`src/rtl/shasip_pkg.sv`:
```
package shasip_pkg;
   localparam int unsigned INSTR_W = 16;
   localparam int unsigned FIELD_W = 4;
   localparam int unsigned IMM_W   = 8;

   typedef enum logic [3:0] {
      OPC_NOP   = 4'h0,
      OPC_ADD   = 4'h1,
      OPC_SUB   = 4'h2,
      OPC_LDLO  = 4'h3,
      OPC_LDHI  = 4'h4,
      OPC_MSKLO = 4'h5,
      OPC_MSKHI = 4'h6,
      OPC_MUL   = 4'h7,
      OPC_SHR   = 4'h8,
      OPC_JMP   = 4'h9,
      OPC_BZ    = 4'hA,
      OPC_BNZ   = 4'hB
   } opcode_e;

   typedef struct packed {
      logic               valid;
      opcode_e            op;
      logic [FIELD_W-1:0] rd;
      logic [FIELD_W-1:0] ra;
      logic [FIELD_W-1:0] rb;
      logic [IMM_W-1:0]   imm;
      logic               wr_en;
   } uop_t;
endpackage

```
`src/rtl/shasip_decode.sv`:
```
module shasip_decode
   import shasip_pkg::*;
(
   input  logic [INSTR_W-1:0] instr,
   input  logic               valid,
   output uop_t               uop
);
   logic [3:0] fop;
   assign fop = instr[15:12];

   always_comb begin
      uop       = '0;
      uop.valid = valid;
      uop.rd    = instr[11:8];
      uop.ra    = instr[11:8];
      uop.rb    = instr[3:0];
      uop.imm   = instr[7:0];
      case (fop)
         4'h1, 4'h2, 4'h7: begin
            uop.op    = opcode_e'(fop);
            uop.ra    = instr[7:4];
            uop.wr_en = 1'b1;
         end
         4'h3, 4'h4, 4'h5, 4'h6, 4'h8: begin
            uop.op    = opcode_e'(fop);
            uop.wr_en = 1'b1;
         end
         4'h9, 4'hA, 4'hB: begin
            uop.op    = opcode_e'(fop);
         end
         default: begin
            uop.op    = OPC_NOP;
         end
      endcase
   end
endmodule

```
`src/rtl/shasip_regfile.sv`:
```
module shasip_regfile #(
   parameter  int unsigned DATA_W  = 16,
   parameter  int unsigned REG_CNT = 16,
   localparam int unsigned IDX_W   = $clog2(REG_CNT)
) (
   input  logic              clk,
   input  logic              rst_n,
   input  logic              we,
   input  logic [IDX_W-1:0]  wa,
   input  logic [DATA_W-1:0] wd,
   input  logic [IDX_W-1:0]  ra_a,
   input  logic [IDX_W-1:0]  ra_b,
   output logic [DATA_W-1:0] rd_a,
   output logic [DATA_W-1:0] rd_b
);
   logic [DATA_W-1:0] regs [REG_CNT];

   always_ff @(posedge clk or negedge rst_n) begin
      if (!rst_n) begin
         for (int i = 0; i < int'(REG_CNT); i++) regs[i] <= '0;
      end else if (we) begin
         regs[wa] <= wd;
      end
   end

   assign rd_a = regs[ra_a];
   assign rd_b = regs[ra_b];
endmodule

```
`src/rtl/shasip_exec.sv`:
```
module shasip_exec
   import shasip_pkg::*;
#(
   parameter  int unsigned DATA_W = 16,
   localparam int unsigned HALF   = DATA_W / 2
) (
   input  opcode_e           op,
   input  logic [DATA_W-1:0] a,
   input  logic [DATA_W-1:0] b,
   input  logic [IMM_W-1:0]  imm,
   output logic [DATA_W-1:0] result,
   output logic              take
);
   logic [HALF-1:0] lo, hi, k;
   assign lo = a[HALF-1:0];
   assign hi = a[DATA_W-1:HALF];
   assign k  = HALF'(imm);

   always_comb begin
      result = '0;
      take   = 1'b0;
      case (op)
         OPC_ADD:   result = a + b;
         OPC_SUB:   result = a - b;
         OPC_MUL:   result = a * b;
         OPC_LDLO:  result = {hi, k};
         OPC_LDHI:  result = {k, lo};
         OPC_MSKLO: result = {hi, lo & k};
         OPC_MSKHI: result = {hi & k, lo};
         OPC_SHR:   result = a >> 1;
         OPC_JMP:   take   = 1'b1;
         OPC_BZ:    take   = (a == '0);
         OPC_BNZ:   take   = (a != '0);
         default:   result = '0;
      endcase
   end
endmodule

```
`src/rtl/shasip_core.sv`:
```
module shasip_core
   import shasip_pkg::*;
#(
   parameter int unsigned DATA_W  = 16,
   parameter int unsigned REG_CNT = 16,
   parameter int unsigned PC_W    = 8
) (
   input  logic                 clk,
   input  logic                 rst_n,
   output logic [PC_W-1:0]      imem_addr,
   input  logic [INSTR_W-1:0]   imem_rdata,
   output logic                 ret_valid,
   output logic [FIELD_W-1:0]   ret_reg,
   output logic [DATA_W-1:0]    ret_data
);
   localparam int unsigned IDX_W = $clog2(REG_CNT);

   generate
      if (DATA_W != 2 * IMM_W) begin : g_bad_width
         $error("DATA_W must be twice the immediate width");
      end
      if (IDX_W != FIELD_W) begin : g_bad_regs
         $error("REG_CNT must match the 4-bit register fields");
      end
      if (PC_W < IMM_W) begin : g_bad_pc
         $error("PC_W must hold an 8-bit branch target");
      end
   endgenerate

   // fetch
   logic [PC_W-1:0]   pc_q;
   logic              fd_valid_q;
   // decode -> address generation
   uop_t              uop_fd, ag_q;
   // address generation -> execute
   uop_t              ex_q;
   logic [DATA_W-1:0] ex_a_q, ex_b_q;
   logic [PC_W-1:0]   ex_tgt_q;
   // execute
   logic [DATA_W-1:0] ex_res;
   logic              ex_take, redirect, ex_wr;
   logic [DATA_W-1:0] rf_a, rf_b, opnd_a, opnd_b;

   shasip_decode u_dec (
      .instr (imem_rdata),
      .valid (fd_valid_q),
      .uop   (uop_fd)
   );

   shasip_regfile #(.DATA_W(DATA_W), .REG_CNT(REG_CNT)) u_rf (
      .clk   (clk),
      .rst_n (rst_n),
      .we    (ex_wr),
      .wa    (ex_q.rd),
      .wd    (ex_res),
      .ra_a  (ag_q.ra),
      .ra_b  (ag_q.rb),
      .rd_a  (rf_a),
      .rd_b  (rf_b)
   );

   shasip_exec #(.DATA_W(DATA_W)) u_exe (
      .op     (ex_q.op),
      .a      (ex_a_q),
      .b      (ex_b_q),
      .imm    (ex_q.imm),
      .result (ex_res),
      .take   (ex_take)
   );

   assign redirect = ex_q.valid && ex_take;
   assign ex_wr    = ex_q.valid && ex_q.wr_en;

   // bypass from execute into operand read
   always_comb begin
      opnd_a = (ex_wr && ex_q.rd == ag_q.ra) ? ex_res : rf_a;
      opnd_b = (ex_wr && ex_q.rd == ag_q.rb) ? ex_res : rf_b;
   end

   always_ff @(posedge clk or negedge rst_n) begin
      if (!rst_n) begin
         pc_q       <= '0;
         fd_valid_q <= 1'b0;
         ag_q       <= '0;
         ex_q       <= '0;
         ex_a_q     <= '0;
         ex_b_q     <= '0;
         ex_tgt_q   <= '0;
      end else begin
         pc_q       <= redirect ? ex_tgt_q : pc_q + 1'b1;
         fd_valid_q <= !redirect;
         ag_q       <= redirect ? '0 : uop_fd;
         ex_q       <= redirect ? '0 : ag_q;
         ex_a_q     <= opnd_a;
         ex_b_q     <= opnd_b;
         ex_tgt_q   <= PC_W'(ag_q.imm);
      end
   end

   assign imem_addr = pc_q;
   assign ret_valid = ex_wr;
   assign ret_reg   = ex_q.rd;
   assign ret_data  = ex_res;

   AST_SEQ_FETCH: assert property (@(posedge clk) disable iff (!rst_n)
      !redirect |=> imem_addr == $past(imem_addr) + 1'b1);
   AST_REDIRECT_PC: assert property (@(posedge clk) disable iff (!rst_n)
      redirect |=> imem_addr == $past(ex_tgt_q));
   AST_FLUSH_FIRST: assert property (@(posedge clk) disable iff (!rst_n)
      redirect |=> !ret_valid);
   AST_FLUSH_SECOND: assert property (@(posedge clk) disable iff (!rst_n)
      redirect |=> ##1 !ret_valid);
   AST_SHR_TOP_CLEAR: assert property (@(posedge clk) disable iff (!rst_n)
      (ret_valid && ex_q.op == OPC_SHR) |-> !ret_data[DATA_W-1]);
   AST_BZ_NONZERO_HOLD: assert property (@(posedge clk) disable iff (!rst_n)
      (ex_q.valid && ex_q.op == OPC_BZ && ex_a_q != '0) |-> !redirect);
   AST_NOP_SILENT: assert property (@(posedge clk) disable iff (!rst_n)
      (ex_q.valid && ex_q.op == OPC_NOP) |-> !ret_valid);
endmodule

```
`config.mk`:
```
export PLATFORM = sky130hd
export DESIGN_NAME = shasip_core
export DESIGN_NICKNAME = d
export VERILOG_FILES = /design/src/rtl/shasip_pkg.sv /design/src/rtl/shasip_decode.sv /design/src/rtl/shasip_regfile.sv /design/src/rtl/shasip_exec.sv /design/src/rtl/shasip_core.sv
export SDC_FILE = /design/constraint.sdc
export NUM_CORES = 1
export LEC_CHECK = 0
export BUFFER_PORTS_ARGS = -buffer_cell sky130_fd_sc_hd__buf_2
export CAP_MARGIN = 20
export CORE_ASPECT_RATIO = 1.1
export CORE_UTILIZATION = 52
export CTS_CLUSTER_DIAMETER = 40
export CTS_CLUSTER_SIZE = 28
export DETAILED_ROUTE_END_ITERATION = 10
export PLACE_DENSITY_LB_ADDON = 0.05
export REMOVE_ABC_BUFFERS = 1
export SYNTH_ARGS = -nofsm -noshare
export SYNTH_HDL_FRONTEND = slang
export SYNTH_SLANG_ARGS = --single-unit
```
`constraint.sdc`:
```
create_clock -name clk -period 8.8 [get_ports clk]
set_input_delay 1.32 -clock clk [delete_from_list [all_inputs] [get_ports clk]]
set_output_delay 1.32 -clock clk [all_outputs]
set_load 0.02 [all_outputs]
```
==> results.md, run 1 <==
| Metric | This run |
| --- | --- |
| Result of the run | complete, no violations |
| Number of setup buffers added after CTS | 0 |
| Slew at the pin with the worst max-slew slack | 1.04 ns |
| Share of flip-flops with an asynchronous set or reset | 100% |
| Height of the die | 218 um |
| Number of flip-flops under the largest register name | 256 |
| Via count normalized by instance count | 6.01 |
| Buffer type at the clock tree root | clkbuf_16 |
| Unrepaired setup endpoints after global routing | no |
| Cells along the critical path | nand2_1, fa_1, inv_1, fa_1, ha_1, fa_1, inv_1, fa_1, fa_1, inv_1, ha_1, o2111ai_1, and3_1, o31ai_1, o21ai_0, xnor2_1, a221oi_2, buf_4, inv_1, buf_2 |
| Minimum clock period after layout | 8.01 ns |
| Buffer depth of the longest clock path | 3 |
| Vias | 16000 |
| Highest fanout seen on the critical path | 19 |
| TritonCTS clock tree | done |
| Via count of the first global-routing pass | 16500 |
| Number of standard cells after synthesis | 2094 |
| Share of synthesized area occupied by flip-flops and latches | 39.2% |
| Residual antenna-violating net count after detailed routing | 0 |
| Signal arrival time at the worst endpoint | 6.69 ns |
| Biggest regs | u_rf.regs: 256 flops, ag_q: 22 flops |
| Clock insertion delay at the later pin of the skew report | 0.59 ns |
| DP HPWL | 39.5 mm |
| Warning count from the yosys run | 0 |
| GPL Wtd Cong | 0.953 |
| Number of pins with negative max-slew slack in the final report | 0 |
| Effective utilization at floorplan | 53.1% |
| Register with the most flip-flops | u_rf.regs |
| Die extent in x | 198 um |
| Initial detailed-routing violation count | 1186 |
| Number of enable-type register cells in the synthesized netlist | 0 |
| Routed wire length per instance | 23.0 um |
| Count of state elements after synthesis | 345 |
| Initial antenna violation count | 1 |
| Worst clock skew | 0.0171 ns |
| Port Buffer Count | 46 |
| Total Wirelength | 61.4 mm |
| Accumulated negative setup slack | 0 ns |
| Total of fill cells in the finished design | 3533 |
| Global-route wire length before repair | 96.6 mm |
| Element type at the critical path end | output pin |
| Category of the most critical setup path | flip-flop to output pin |
| Achievable Freq | 0.125 GHz |
| Total of hold buffers inserted after clock tree synthesis | 0 |
| Largest stage delay, worst path | 0.92 ns |
| Final nets | 2236 |
| Number of failing hold endpoints at the final stage | 0 |
| Number of sinks handled by clock tree synthesis | 345 |
| Max cap viols | 0 |
| DRC violations left | 0 |
| Total grt overflow | 0 |
| Fin area | 0.0245 mm2 |
| Slowest CP cell | dfrtp_1 |
| Maximum number of pins on one net before global-route repair | 84 |
| Number of distinct library cells after synthesis | 66 |
| Primary FF master, synth | dfrtp_1 |
| Number of H-tree branching levels | 2 |
| Most common cell type on the critical path | fa_1 |
| Class of the tightest hold or removal check | flip-flop to flip-flop |
| Fraction of layout instances using a drive strength above 1 | 19.1% |
| Detailed-routing iteration count for the pre-antenna-repair pass | 5 |
| Total Routing Usage GR | 30.0% |
| Worst endpoint required time | 7.48 ns |
| Number of gates resized after CTS | 0 |
| Standard cell core area | 0.0415 mm2 |
| CTS clock-pin slew for the worst setup and hold paths | 0.06 ns |
| Count of pins on the block boundary | 47 |
| Final Cycle Share | 91.0% |
| Number of clock buffers inserted by TritonCTS | 49 |
| Endpoints failing setup | 0 |
| Average cell area after synthesis | 10.5 um2 |
| Slew Limit Headroom | 30.2% |
| Cell Area, Placed | 0.0227 mm2 |
| Area added between synthesis and finish | 11.0% |
| Netlist area before placement | 0.0220 mm2 |
| Die Outline Area | 0.0432 mm2 |
| Number of core rows | 78 |
| Type of element launching the critical path | flip-flop |
[area by class of cell]
| class | instances | area (um2) | share of cell area, % |
|---|---|---|---|
| multi-input combinational | 1437 | 12300 | 50.1 |
| sequential | 345 | 8640 | 35.3 |
| clock buffer | 58 | 1350 | 5.53 |
| tap | 560 | 701 | 2.87 |
| timing repair buffer | 95 | 608 | 2.49 |
| inverter | 142 | 533 | 2.18 |
| clock inverter | 31 | 354 | 1.45 |
| antenna | 1 | 2.50 | 0.0102 |
[cells by family (layout without fill, tap and decap cells)]
| group | Yosys count | after routing | synth area share (%) |
|---|---|---|---|
| AOI/OAI and AO/OA | 424 | 424 | 11.2 |
| xor gates and xnor gates | 79 | 79 | 3.24 |
| adders and majority gates | 148 | 148 | 11.2 |
| buffers and inverters | 312 | 326 | 5.50 |
| DFF | 345 | 345 | 39.2 |
| muxes | 191 | 191 | 17.7 |
| other | 0 | 1 | 0 |
| and+or+nand+nor | 595 | 595 | 12.0 |
[synthesized netlist by cell type, types with 10 or more instances]
cell type | n | share of area (%)
dfrtp_1 | 345 | 39
nor2_1 | 218 | 3.7
nand2_1 | 215 | 3.7
a21oi_1 | 195 | 4.4
mux4_2 | 156 | 16
clkbuf_1 | 142 | 2.4
inv_1 | 142 | 2.4
o21ai_0 | 127 | 2.9
and2_1 | 86 | 2.4
fa_1 | 81 | 7.4
ha_1 | 67 | 3.8
xnor2_1 | 51 | 2.0
xor2_1 | 26 | 1.0
mux2_2 | 23 | 1.2
buf_1 | 17 | 0.29
nand3_1 | 13 | 0.30
mux2i_1 | 12 | 0.55
a22oi_1 | 11 | 0.37
nand2b_1 | 11 | 0.31
nor3_1 | 10 | 0.23
[worst paths after layout]
| check | from | depth (start not counted) | endpoint | slack [ns] |
|---|---|---|---|---|
| max in group asynchronous | rst_n | 2 | ex_b_q[3]$_DFF_PN0_ | 6.66 |
| worst min register to register | ag_q[7]$_DFF_PN0_ | 0 | ex_tgt_q[6]$_DFF_PN0_ | 0.37 |
| worst min-delay path | ag_q[7]$_DFF_PN0_ | 0 | ex_tgt_q[6]$_DFF_PN0_ | 0.37 |
| worst max register to register | ex_a_q[2]$_DFF_PN0_ | 19 | ex_a_q[15]$_DFF_PN0_ | 2.59 |
| worst max-delay path | ex_a_q[2]$_DFF_PN0_ | 20 | ret_data[15] | 0.79 |
| min in group asynchronous | rst_n | 1 | u_rf.regs[152]$_DFFE_PN0P_ | 0.74 |
[critical path, delay by kind of cell (launching register included)]
kind / cells / cell delay, ns
adders and majority gates: 7 / 2.99
DFF: 1 / 0.92
AOI/OAI and AO/OA: 4 / 0.86
buffers and inverters: 6 / 0.71
and+or+nand+nor: 2 / 0.43
xor gates and xnor gates: 1 / 0.18
[cells in the final DEF, fill, tap and decap left out, types with 51 or more instances in the layout]
cell / instances
xnor2_1: 51
clkbuf_16: 51
nand2_1: 215
a21oi_1: 194
ha_1: 67
and2_1: 86
dfrtp_1: 340
mux4_2: 156
inv_1: 142
fa_1: 81
nor2_1: 209
o21ai_0: 127
[stage by stage]
step	util (%)	hold slack, ns	instances	setup WS (ns)
after floorplan	-	0.346	1924	1.35
after global placement	54.8	0.358	2578	1.47
after detailed placement	54.8	0.355	2579	1.37
after CTS	59.0	0.367	2668	0.755
after global routing	59.0	0.371	2668	0.518
final	59.0	0.366	2669	0.790
[layer usage]
metal | vias up | track usage [%] | routed length (um) | part of all wire, %
li1 | 7194 | - | - | -
met1 | 8107 | 39.7 | 25400 | 41
met2 | 563 | 49.1 | 30000 | 49
met3 | 164 | 4.01 | 3350 | 5.5
met4 | 0 | 14.1 | 2650 | 4.3
met5 | - | 0 | 0 | 0
Power of run 1 is not shown: default switching activity piles up to over one toggle a cycle in this logic, so the estimate is an artifact.
==> inputs of run 2 (changes only) <==
==> constraint.sdc (replaced) <==
create_clock -name clk -period 8.8 [get_ports clk]
set_input_delay 1.76 -clock clk [delete_from_list [all_inputs] [get_ports clk]]
set_output_delay 1.76 -clock clk [all_outputs]
set_load 0.02 [all_outputs]
==> run 2 against run 1 <==
  * Sequential share of layout area grew 0.13 points
  * Wire length grew 1.3%
  * Cell count shrank 0.15%
  * Critical path depth shrank 4
  * Flip-flop and latch count is the same
  * Global-route usage grew 0.48 points
  * Setup slack lost 0.36 ns
==> results.md, run 2 (synthesis results as in run 1) <==
| Metric | This run |
| --- | --- |
| Die extent in x | 198 um |
| Type of element launching the critical path | flip-flop |
| Fin area | 0.0244 mm2 |
| Register with the most flip-flops | u_rf.regs |
| Total Routing Usage GR | 30.5% |
| Maximum number of pins on one net before global-route repair | 143 |
| Number of flip-flops under the largest register name | 256 |
| Initial detailed-routing violation count | 1227 |
| Static leakage | 10.6 nW |
| Number of setup buffers added after CTS | 0 |
| Final nets | 2235 |
| Power per cell area | 480 mW/mm2 |
| Initial antenna violation count | 0 |
| Slack of the critical path | 0.430 ns |
| Detailed-routing iteration count for the pre-antenna-repair pass | 6 |
| Max cap viols | 0 |
| Clock insertion delay at the later pin of the skew report | 0.59 ns |
| Slew Limit Headroom | 28.7% |
| CTS clock-pin slew for the worst setup and hold paths | 0.05 ns |
| Standard cell core area | 0.0415 mm2 |
| Buffer type at the clock tree root | clkbuf_16 |
| Class of the tightest hold or removal check | flip-flop to flip-flop |
| Count of pins on the block boundary | 47 |
| Via count of the first global-routing pass | 16400 |
| Number of core rows | 78 |
| Most common cell after layout, fill and taps aside | dfrtp_1 |
| Vias | 15900 |
| Port Buffer Count | 46 |
| Signal arrival time at the worst endpoint | 6.61 ns |
| Endpoints failing setup | 0 |
| Highest fanout seen on the critical path | 19 |
| Accumulated negative setup slack | 0 ns |
| Area added between synthesis and finish | 10.6% |
| Routed wire length per instance | 23.3 um |
| Die Outline Area | 0.0432 mm2 |
| Worst voltage drop across the vdd grid | 0.368 mV |
| TritonCTS clock tree | done |
| Number of failing hold endpoints at the final stage | 0 |
| Number of H-tree branching levels | 2 |
| Cell Area, Placed | 0.0228 mm2 |
| DRC violations left | 0 |
| Number of placed instances with taps included | 2580 |
| DP HPWL | 39.3 mm |
| Residual antenna-violating net count after detailed routing | 0 |
| N_diodes | 0 |
| Worst clock skew | 0.0246 ns |
| Cell Count, Final, Fillers Out | 2665 |
| Minimum clock period after layout | 8.37 ns |
| Number of gates resized after CTS | 0 |
| Unrepaired setup endpoints after global routing | no |
| Leading cell types in the layout, fill and taps excluded | 340 x dfrtp_1, 215 x nand2_1, 209 x nor2_1 |
| Placement Setup Slack | 1.05 ns |
| Achievable Freq | 0.119 GHz |
| Category of the most critical setup path | flip-flop to output pin |
| Fraction of layout instances using a drive strength above 1 | 18.8% |
| Total of hold buffers inserted after clock tree synthesis | 0 |
| Effective utilization at floorplan | 53.1% |
| GPL Wtd Cong | 0.947 |
| Number of sinks handled by clock tree synthesis | 345 |
| Final Cycle Share | 95.1% |
| Element type at the critical path end | output pin |
| Worst endpoint required time | 7.04 ns |
| Number of pins with negative max-slew slack in the final report | 0 |
| Height of the die | 218 um |
| Total grt overflow | 0 |
| Via count normalized by instance count | 5.98 |
| Buffer depth of the longest clock path | 3 |
| Result of the run | complete, no violations |
| Biggest regs | u_rf.regs: 256 flops, ag_q: 22 flops |
| Number of clock buffers inserted by TritonCTS | 47 |
| Global-route wire length before repair | 97.3 mm |
| Slew at the pin with the worst max-slew slack | 1.07 ns |
| Total Wirelength | 62.1 mm |
[run 2: cell type report]
cell class | count | area [um2]
fillers | 3584 | 17100
inverters | 142 | 533
repair buffers | 96 | 628
clock inverters | 26 | 325
clock buffers | 59 | 1270
multi-input cells | 1437 | 12300
well taps | 560 | 701
flip-flops and latches | 345 | 8640
[run 2: worst paths after layout]
path / slack (ns) / endpoint / depth (start not counted) / start
max in group asynchronous: 5.93 / ret_reg[1]$_DFF_PN0_ / 2 / rst_n
min reg2reg: 0.38 / ex_tgt_q[5]$_DFF_PN0_ / 0 / ag_q[6]$_DFF_PN0_
min: 0.38 / ex_tgt_q[5]$_DFF_PN0_ / 0 / ag_q[6]$_DFF_PN0_
min in group asynchronous: 1.29 / u_rf.regs[111]$_DFFE_PN0P_ / 1 / rst_n
max reg2reg: 2.14 / ex_a_q[15]$_DFF_PN0_ / 16 / ex_b_q[2]$_DFF_PN0_
max: 0.43 / ret_data[15] / 16 / ex_b_q[2]$_DFF_PN0_
[run 2: stage by stage]
step	total power, mW	hold slack, ns	util, %
2_1_floorplan	7.76	0.346	-
3_3_place_gp	9.63	0.354	54.9
3_5_place_dp	9.78	0.364	54.9
4_1_cts	11.8	0.383	58.7
5_1_grt	12.7	0.395	58.7
6_report	11.7	0.383	58.7
[run 2: power by group]
part	switching, mW	internal, mW	leakage, nW
clock network	0.720	1.21	0.786
registers	0.745	2.24	4.28
logic	3.71	3.06	5.58
[run 2: per-layer routing]
metal	vias to the layer above	global-route usage (%)	wire, um
met5	-	0	0
met4	0	14.3	2610
met3	143	3.76	3330
met2	507	50.2	30800
met1	8095	40.4	25400
li1	7189	-	-
[run 2: worst max-delay path, stage by stage (launching register included)]
cell       delay [ns]
dfrtp_1          0.88
nand2_1          0.17
fa_1             0.55
fa_1             0.58
fa_1             0.45
fa_1             0.59
fa_1             0.44
fa_1             0.50
inv_1            0.04
ha_1             0.34
a2111oi_0        0.44
o31ai_1          0.13
o21ai_0          0.13
xnor2_1          0.13
a221oi_2         0.42
inv_1            0.08
buf_2            0.17
Power figures use the tool's default switching activity.
